`src/rtl/sar_seq_pkg.sv`:
```
package sar_seq_pkg;
  localparam int NSYNC  = 5;
  localparam int SI_SEL = 4;
  localparam int SI_RC  = 3;
  localparam int SI_PD  = 2;
  localparam int SI_FMT = 1;
  localparam int SI_TAG = 0;
  localparam logic [NSYNC-1:0] SYNC_RST = 5'b11000;

  typedef enum logic [1:0] {
    SLOT_LEAD  = 2'd0,
    SLOT_HI_A  = 2'd1,
    SLOT_HI_B  = 2'd2,
    SLOT_TRAIL = 2'd3
  } slot_e;
endpackage

```
`src/rtl/sar_sync2.sv`:
```
module sar_sync2 #(
  parameter int W = 1,
  parameter logic [W-1:0] RST_VAL = '0
) (
  input  logic         clk,
  input  logic         rst,
  input  logic [W-1:0] d_i,
  output logic [W-1:0] q_o
);
  for (genvar b = 0; b < W; b++) begin : g_bit
    logic meta_q;
    always_ff @(posedge clk) begin
      if (rst) begin
        meta_q <= RST_VAL[b];
        q_o[b] <= RST_VAL[b];
      end else begin
        meta_q <= d_i[b];
        q_o[b] <= meta_q;
      end
    end
  end
endmodule

```
`src/rtl/sar_conv_ctrl.sv`:
```
module sar_conv_ctrl #(
  parameter int RES_W    = 12,
  parameter int CONV_CYC = 2000
) (
  input  logic             clk,
  input  logic             rst,
  input  logic             req_n_s,
  input  logic             pwrdn_s,
  input  logic [RES_W-1:0] core_res_i,
  output logic             busy_n_o,
  output logic             start_o,
  output logic [RES_W-1:0] res_o
);
  localparam int CW = (CONV_CYC > 1) ? $clog2(CONV_CYC) : 1;

  logic          req_q;
  logic          ended_q;
  logic [CW-1:0] cnt_q;
  logic          last_c;

  assign last_c  = (cnt_q == CW'(CONV_CYC - 1));
  // a fresh falling edge, or the line still low as the previous conversion closes
  assign start_o = busy_n_o & ~pwrdn_s & ~req_n_s & (req_q | ended_q);

  always_ff @(posedge clk) begin
    if (rst) begin
      busy_n_o <= 1'b1;
      cnt_q    <= '0;
      res_o    <= '0;
      req_q    <= 1'b1;
      ended_q  <= 1'b0;
    end else begin
      req_q   <= req_n_s;
      ended_q <= ~busy_n_o & last_c;
      if (busy_n_o) begin
        if (start_o) begin
          busy_n_o <= 1'b0;
          cnt_q    <= '0;
        end
      end else if (last_c) begin
        busy_n_o <= 1'b1;
        res_o    <= core_res_i;
      end else begin
        cnt_q <= cnt_q + 1'b1;
      end
    end
  end

  AST_BUSY_SPAN: assert property (@(posedge clk) disable iff (rst)
    $rose(busy_n_o) |-> ($past(cnt_q) == CW'(CONV_CYC - 1)));
  AST_RES_CAPTURE: assert property (@(posedge clk) disable iff (rst)
    $rose(busy_n_o) |-> (res_o == $past(core_res_i)));
  AST_PD_BLOCK: assert property (@(posedge clk) disable iff (rst)
    (busy_n_o && pwrdn_s) |=> busy_n_o);
  AST_RES_KEEP: assert property (@(posedge clk) disable iff (rst)
    (busy_n_o && $past(busy_n_o)) |-> $stable(res_o));
endmodule

```
`src/rtl/sar_ser_tx.sv`:
```
module sar_ser_tx
  import sar_seq_pkg::*;
#(
  parameter int RES_W     = 12,
  parameter int PHASE_CYC = 27
) (
  input  logic             clk,
  input  logic             rst,
  input  logic             start_i,
  input  logic [RES_W-1:0] word_i,
  input  logic             fmt_sb_i,
  input  logic             tag_i,
  output logic             sclk_o,
  output logic             sdata_o
);
  localparam int PW = (PHASE_CYC > 1) ? $clog2(PHASE_CYC) : 1;
  localparam int BW = $clog2(RES_W);

  logic             active_q;
  logic             tag_q;
  logic [RES_W-1:0] sh_q;
  logic [PW-1:0]    ph_q;
  logic [BW-1:0]    bit_q;
  slot_e            slot_q;
  logic [RES_W-1:0] word_fmt;

  assign word_fmt = fmt_sb_i ? word_i : {~word_i[RES_W-1], word_i[RES_W-2:0]};

  always_ff @(posedge clk) begin
    if (rst) begin
      active_q <= 1'b0;
      tag_q    <= 1'b0;
      sh_q     <= '0;
      ph_q     <= '0;
      bit_q    <= '0;
      slot_q   <= SLOT_LEAD;
      sclk_o   <= 1'b0;
      sdata_o  <= 1'b0;
    end else if (start_i) begin
      active_q <= 1'b1;
      tag_q    <= tag_i;
      sh_q     <= word_fmt;
      sdata_o  <= word_fmt[RES_W-1];
      sclk_o   <= 1'b0;
      ph_q     <= '0;
      bit_q    <= '0;
      slot_q   <= SLOT_LEAD;
    end else if (active_q) begin
      if (ph_q == PW'(PHASE_CYC - 1)) begin
        ph_q <= '0;
        unique case (slot_q)
          SLOT_LEAD: begin
            slot_q <= SLOT_HI_A;
            sclk_o <= 1'b1;
          end
          SLOT_HI_A: slot_q <= SLOT_HI_B;
          SLOT_HI_B: begin
            slot_q <= SLOT_TRAIL;
            sclk_o <= 1'b0;
          end
          SLOT_TRAIL: begin
            slot_q <= SLOT_LEAD;
            if (bit_q == BW'(RES_W - 1)) begin
              active_q <= 1'b0;
              sdata_o  <= tag_q;
            end else begin
              bit_q   <= bit_q + 1'b1;
              sh_q    <= {sh_q[RES_W-2:0], 1'b0};
              sdata_o <= sh_q[RES_W-2];
            end
          end
          default: slot_q <= SLOT_LEAD;
        endcase
      end else begin
        ph_q <= ph_q + 1'b1;
      end
    end
  end

  AST_EDGE_STABLE: assert property (@(posedge clk) disable iff (rst)
    !$stable(sdata_o) |-> (!sclk_o && !$past(sclk_o)));
  AST_IDLE_CLK_LOW: assert property (@(posedge clk) disable iff (rst)
    !active_q |-> !sclk_o);
  AST_START_IDLE: assert property (@(posedge clk) disable iff (rst)
    start_i |-> !active_q);
  AST_TAG_PARK: assert property (@(posedge clk) disable iff (rst)
    (!active_q && $past(!active_q)) |-> $stable(sdata_o));
endmodule

```
`src/rtl/sar_conv_seq.sv`:
```
module sar_conv_seq
  import sar_seq_pkg::*;
#(
  parameter int RES_W     = 12,
  parameter int CONV_CYC  = 2000,
  parameter int PHASE_CYC = 27
) (
  input  logic             clk,
  input  logic             rst,
  input  logic             sel_n_i,
  input  logic             rdconv_i,
  input  logic             pwrdn_i,
  input  logic             fmt_sb_i,
  input  logic             tag_i,
  input  logic [RES_W-1:0] core_res_i,
  output logic             busy_n_o,
  output logic             sclk_o,
  output logic             sdata_o
);
  logic [NSYNC-1:0] raw_in;
  logic [NSYNC-1:0] syn;
  logic             start;
  logic [RES_W-1:0] res;

  assign raw_in = {sel_n_i, rdconv_i, pwrdn_i, fmt_sb_i, tag_i};

  sar_sync2 #(.W(NSYNC), .RST_VAL(SYNC_RST)) i_sync (
    .clk (clk),
    .rst (rst),
    .d_i (raw_in),
    .q_o (syn)
  );

  sar_conv_ctrl #(.RES_W(RES_W), .CONV_CYC(CONV_CYC)) i_ctrl (
    .clk        (clk),
    .rst        (rst),
    .req_n_s    (syn[SI_SEL] | syn[SI_RC]),
    .pwrdn_s    (syn[SI_PD]),
    .core_res_i (core_res_i),
    .busy_n_o   (busy_n_o),
    .start_o    (start),
    .res_o      (res)
  );

  sar_ser_tx #(.RES_W(RES_W), .PHASE_CYC(PHASE_CYC)) i_tx (
    .clk      (clk),
    .rst      (rst),
    .start_i  (start),
    .word_i   (res),
    .fmt_sb_i (syn[SI_FMT]),
    .tag_i    (syn[SI_TAG]),
    .sclk_o   (sclk_o),
    .sdata_o  (sdata_o)
  );
endmodule

```
`config.mk`:
```
export PLATFORM = sky130hd
export DESIGN_NAME = sar_conv_seq
export DESIGN_NICKNAME = d
export VERILOG_FILES = /design/src/rtl/sar_seq_pkg.sv /design/src/rtl/sar_sync2.sv /design/src/rtl/sar_conv_ctrl.sv /design/src/rtl/sar_ser_tx.sv /design/src/rtl/sar_conv_seq.sv
export SDC_FILE = /design/constraint.sdc
export NUM_CORES = 1
export LEC_CHECK = 0
export ABC_AREA = 1
export ABC_CLOCK_PERIOD_IN_PS = 2950
export BUFFER_PORTS_ARGS = -buffer_cell sky130_fd_sc_hd__buf_2
export CAP_MARGIN = 30
export CORE_MARGIN = 8
export CORE_UTILIZATION = 35
export DETAILED_ROUTE_END_ITERATION = 10
export SLEW_MARGIN = 25
export SYNTH_ARGS = -nofsm -noshare
export SYNTH_HDL_FRONTEND = slang
export SYNTH_HIERARCHICAL = 1
export SYNTH_SLANG_ARGS = --single-unit
```
`constraint.sdc`:
```
create_clock -name clk -period 2.95 [get_ports clk]
set_input_delay 0.59 -clock clk [delete_from_list [all_inputs] [get_ports clk]]
set_output_delay 0.59 -clock clk [all_outputs]
set_load 0.02 [all_outputs]
```
---- Yosys cells after proc, flatten, opt, wreduce, memory -nomap -nowiden ----
Cells that the tools add are included.
cells by class
  add/subtract/negate cells ............... 3
  equal/unequal tests ..................... 9
  mux-type cells .......................... 25
  bitwise operators ....................... 11
  reductions and logical operators ........ 13
operators with widths
  cell                   count
  $mux 11                8
  $mux 1                 13
  $mux 12                1
  $add 11x1->11 const B  1
  $eq 11x11->1 const B   1
  $pmux 2 s4             1
  $reduce_and 4->1       2
  $reduce_bool 2->1      4
  $reduce_and 2->1       3
  $reduce_and 3->1       2
  $add 5x1->5 const B    1
  $eq 5x5->1 const B     1
  $mux 5                 1
  $not 1->1              5
  $add 4x1->4 const B    1
  $and 1x1->1            4
  $eq 2x2->1 const B     2
  $eq 4x4->1 const B     1
  $ne 2x2->1 const B     2
  $eq 2x1->1 const B     1
  $logic_not 2->1        1
  $ne 2x1->1 const B     1
  $or 1x1->1             2
  $pmux 1 s2             1
  $reduce_or 2->1        1
word-level totals
  bits in registers ....................... 62
  bits of input ports ..................... 19
  output and inout bits ................... 3
  word-level logic and storage cells ...... 84

---- Depth between registers and ports, before layout ----
  word-level depth ........................ 6
  mapped depth ............................ 12
  depth with buffers taken out ............ 10

---- Modules after synthesis ----
The synthesis kept the hierarchy.
by module, submodules not included
  module         instances  cells each  area an instance (um^2)  seq. area each (um^2)
  sar_ser_tx     1          188         1,387.6                  520.5
  sar_conv_ctrl  1          182         1,273.7                  520.5
  sar_sync2      1          31          279.0                    200.2
  sar_conv_seq   1          3           11.3                     0.0

---- Worst setup path before layout ----
OpenSTA, ideal clock, no wires.
  path type ............................... reg-to-reg
  from .................................... reg i_ctrl.busy_n_o
  to ...................................... reg i_tx.sdata_o
  setup time .............................. 0.113 ns
  arrival time ............................ 1.534 ns
  data required time ...................... 2.837 ns
  path slack .............................. 1.303 ns
  stages on the path, launching flop included .. 12
  path buffers ............................ 2
  clock period less this slack ............ 1.647 ns
  cell sequence ........................... dfxtp_1 -> inv_2 -> nor2_1 -> nand3_1 -> inv_1 -> buf_6 -> inv_2 -> buf_4 -> nand3_1 -> nand2_1 -> nor2_1 -> nor2_1
on the way
  cells in the longest elaborated chain, start to end .. 5
  elaborated cells between the ends (all ways) .. 8
  classes of those cells .................. 1 x mux; 3 x bitwise; 4 x reduce/logical
ends and longest elaborated chain
  item                         RTL line             text
  start: declaration           sar_conv_ctrl.sv:10  output logic busy_n_o,
  start signal: assignment     sar_conv_ctrl.sv:27  busy_n_o <= 1'b1;
  start signal: assignment     sar_conv_ctrl.sv:37  busy_n_o <= 1'b0;
  start signal: assignment     sar_conv_ctrl.sv:41  busy_n_o <= 1'b1;
  $and 1x1->1 * (3 in a row)   sar_conv_ctrl.sv:23  assign start_o = busy_n_o & ~pwrdn_s & ~req_n_s & (req_q | ended_q);
  via start                    sar_conv_seq.sv:22   logic start;
  $reduce_bool 2->1 (no line)  -
  $reduce_and 3->1 (no line)   -
  end signal: assignment       sar_ser_tx.sv:43     sdata_o <= word_fmt[RES_W-1];
  end signal: assignment       sar_ser_tx.sv:65     sdata_o <= tag_q;
  end signal: assignment       sar_ser_tx.sv:69     sdata_o <= sh_q[RES_W-2];
  end: declaration             sar_ser_tx.sv:14     output logic sdata_o
Mark *: on every way through the listed nets, which the timed path passes. The rest lies on a longest branch.
A chain may end at the register's enable or synchronous reset.

---- Final worst setup path ----
  from .................................... reg i_ctrl.busy_n_o
  to ...................................... reg i_tx.sh_q[1]
on the way
  cells in the longest elaborated chain, start to end .. 5
  elaborated cells between the ends (all ways) .. 9
  classes of those cells .................. 1 x eq/ne; 1 x mux; 3 x bitwise; 4 x reduce/logical
ends and longest elaborated chain
  item                                                              RTL line             text
  $and 1x1->1 * (3 in a row)                                        sar_conv_ctrl.sv:23
  via start                                                         sar_conv_seq.sv:22
  $ne 2x2->1 (no line) / $reduce_bool 2->1 (equally long branches)  -
  $reduce_and 4->1 (no line)                                        -
  end signal: assignment                                            sar_ser_tx.sv:42     sh_q <= word_fmt;
  end signal: assignment                                            sar_ser_tx.sv:68     sh_q <= {sh_q[RES_W-2:0], 1'b0};
  end: declaration                                                  sar_ser_tx.sv:21     logic [RES_W-1:0] sh_q;
Marked as above.

==> results.cfg <==
[detailed_routing]
drtAntennaViolNets = 0
viasPerCell = 4.61
drtIter0Drc = 185
drcViolationCount = 0
wl_per_cell_um = 11.0
firstDrtPassIters = 4
dr_total_vias = 2476
detail_route.wirelength_mm = 5.93

[setup_path]
reg2reg_slack_ns = 1.01
crit_type = reg -> reg
critPathRequiredTime_ns = 3.16
crit_slowest_cell = dfxtp_1
worstRegToRegCells = 9
worstSetupStartpointType = register
cp_max_fo = 26
r2r-start = i_ctrl/busy_n_o
crit_family = buffers and inverters
critPathLaunch = i_ctrl/busy_n_o
cp.arrival_ns = 2.15
cp-end-kind = register
cp.depth = 9
max_stage_delay_ns = 0.43
path_buf_inv = 3
r2r_end = i_tx/sh_q[1]
crit_path_end = i_tx/sh_q[1]
crit_chain = inv_2 > nor2_1 > nand3_1 > inv_1 > inv_2 > o21ai_2 > nand3_1 > nand2_1 > nor2_1

[synth]
yosysTopAreaCellShare = 0.421
synthArstFlopShare = 0
synthCells = 404
ys_warn_count = 6
synth.area.top_cells = dfxtp_1 (42%), nand2_1 (11%), nand3_1 (9.0%)
synth.avg_cell_area_um2 = 7.31
synthDistinctLibCells = 35
synth_area_um2 = 2950
syn-num-nets = 431
yosysMostFrequentCell = nand2_1
dominantRegCellSynth = dfxtp_1
netlist_top_cells_count = nand2_1 (88), dfxtp_1 (62), inv_1 (57)
synth_top_area_cell = dfxtp_1
synth_edf_count = 0
ys_seq_elements = 62
synth-seq-area-share = 0.421

[final_layout]
fin_area_um2 = 3330
nNetsFinal = 454
stdcell_count = 537
area_delta_synth_final_pct = 12.8
antennaDiodeCount = 0
layout-drive-gt1-share = 0.160

[flow_run]
cap_violations = 0

[cts]
cts_tree = built
cts.sinks = 62
cts_setup_buffers = 0
clk_path_buf_depth = 2
cts-root-buf = clkbuf_8
cts_resized = 0
clock_latency_ns = 0.33
ctsHoldBuffers = 0
cts_buffers = 9
htree_levels = 3
clk_pin_slew_worst_paths_ns = 0.07

[grt]
grt.overflow.total = 0
grt_pass1_vias = 2312
antenna_found_initial = 0
grtUsageTotal = 0.110
grt_pass1_wl_mm = 10.5
grt_max_degree = 27

[power]
p_per_area_nw_per_um2 = 501
p_leak_uw = 0.00151
p_sw_uw = 386
power_frac_seq = 0.508
switching_share = 0.232
p_comb_frac = 0.032
p_clk_frac = 0.460
ir_drop_mv = 0.278
power.internal_uw = 1280

[timing]
setup_ws_ns = 1.01
final.period_utilization = 0.656
max_clock_freq_ghz = 0.517
worst_slew_pin_slew_ns = 0.548
slew_violations = 0
post-route-min-period_ns = 1.94
finalHoldViolCount = 0
grt_setup_unrepaired = no
finalClockSkew_ns = 0.00706
setup_viol = 0
setup_tns_ns = 0
worst_slew_margin_rel = 0.633

[place]
gp_congestion = 0.845
place_ws_ns = 0.947
numPlacedInstances = 521
dp_hpwl_mm = 4.27
post_dp_cell_area_um2 = 3120
io_buffers = 21

[floorplanning]
die_y_um = 108
core_um2 = 8220
top_level_ports = 22
die_area_um2 = 11600
rows = 33
die_x_um = 108
start_util = 0.359

[status]
status = completed

[hold_path]
hold_path.class = reg -> reg
## worst min-delay path by stage
stage	start	end	slack [ns]	cells after the start
6_report	i_sync/g_bit[2].meta_q	i_sync/q_o[2]	0.41	2
5_1_grt	sel_n_i	i_sync/g_bit[4].meta_q	0.41	3
3_3_place_gp	i_sync/g_bit[0].meta_q	i_sync/q_o[0]	0.39	2
4_1_cts	i_sync/g_bit[2].meta_q	i_sync/q_o[2]	0.41	2
2_1_floorplan	i_sync/g_bit[3].meta_q	i_sync/q_o[3]	0.39	2
3_5_place_dp	i_sync/g_bit[2].meta_q	i_sync/q_o[2]	0.39	2
## cell usage in the layout (no fill, tap or decap), types with 2 or more instances in the layout
master	Yosys	routed
clkinv_1	2	2
o21bai_1	4	4
nand2_1	88	88
nor2_2	3	3
o21ai_2	12	12
dfxtp_1	62	62
buf_4	2	2
buf_2	2	21
ha_1	8	8
nor2_1	37	37
inv_2	3	3
nand2_2	4	4
nand3_1	53	53
o21ai_0	11	11
nand4_1	2	2
a21oi_1	25	25
inv_1	57	57
inv_6	0	2
xnor2_1	3	3
or2_2	2	2
nor3_1	3	3
xor2_1	2	2
clkbuf_8	0	10
## state kept, by name, summed over array words and instances (netlist names)
register,count
i_ctrl/req_q,1
i_tx/sh_q,11
i_tx/ph_q,5
i_tx/slot_q,2
i_tx/bit_q,4
i_ctrl/cnt_q,11
i_ctrl/res_o,12
i_tx/tag_q,1
i_ctrl/ended_q,1
i_ctrl/busy_n_o,1
i_sync/q_o,5
i_tx/active_q,1
i_sync/g_bit.meta_q,5
i_tx/sdata_o,1
i_tx/sclk_o,1
## metal layers
layer,GRT usage,up-vias,routed length [µm],part of all wire
met1,0.137,1100,2970,0.50
li1,-,1326,-,-
met3,0.0425,4,271,0.046
met5,0,-,0,0
met4,0.0327,0,46,0.0078
met2,0.172,46,2640,0.45
## cell type report
type	count	area [µm²]
Inverter	63	239
Fill cell	882	4890
Clock inverter	6	68.8
Sequential cell	62	1240
Timing Repair Buffer	23	120
Multi-Input combinational cell	268	1390
Clock buffer	10	138
Tap cell	105	131
## metrics by stage
stage | power [µW] | hold slack [ns] | utilization
4_1_cts | 1690 | 0.408 | 0.405
3_3_place_gp | 920 | 0.391 | 0.380
6_report | 1670 | 0.406 | 0.405
5_1_grt | 1740 | 0.408 | 0.405
2_1_floorplan | 898 | 0.386 | -
3_5_place_dp | 921 | 0.395 | 0.380
## logic make-up after synthesis
kind of cell | after synthesis | synth area share
XOR/XNOR | 5 | 0.0148
adder cells (fa/ha/maj) | 8 | 0.0339
multiplexers | 1 | 0.00339
buffers and inverters | 74 | 0.109
AO/OA/AOI/OAI | 54 | 0.111
AND/OR/NAND/NOR | 200 | 0.308
flip-flops | 62 | 0.421
## power groups by stage
stage | clock, µW | combinational, µW | sequential [µW]
after floorplan | 0 | 32.2 | 866
final | 768 | 53.3 | 847
after global placement | 0 | 53.1 | 867
after CTS | 793 | 54.4 | 847
after detailed placement | 0 | 54.1 | 867
after global routing | 829 | 61.2 | 848
## worst min-delay path: stages, from the launching register on
cell and delay (ns):
dfxtp_1 0.30, inv_1 0.04, nor2_1 0.03
No activity file was read; power rests on OpenSTA's default activity.
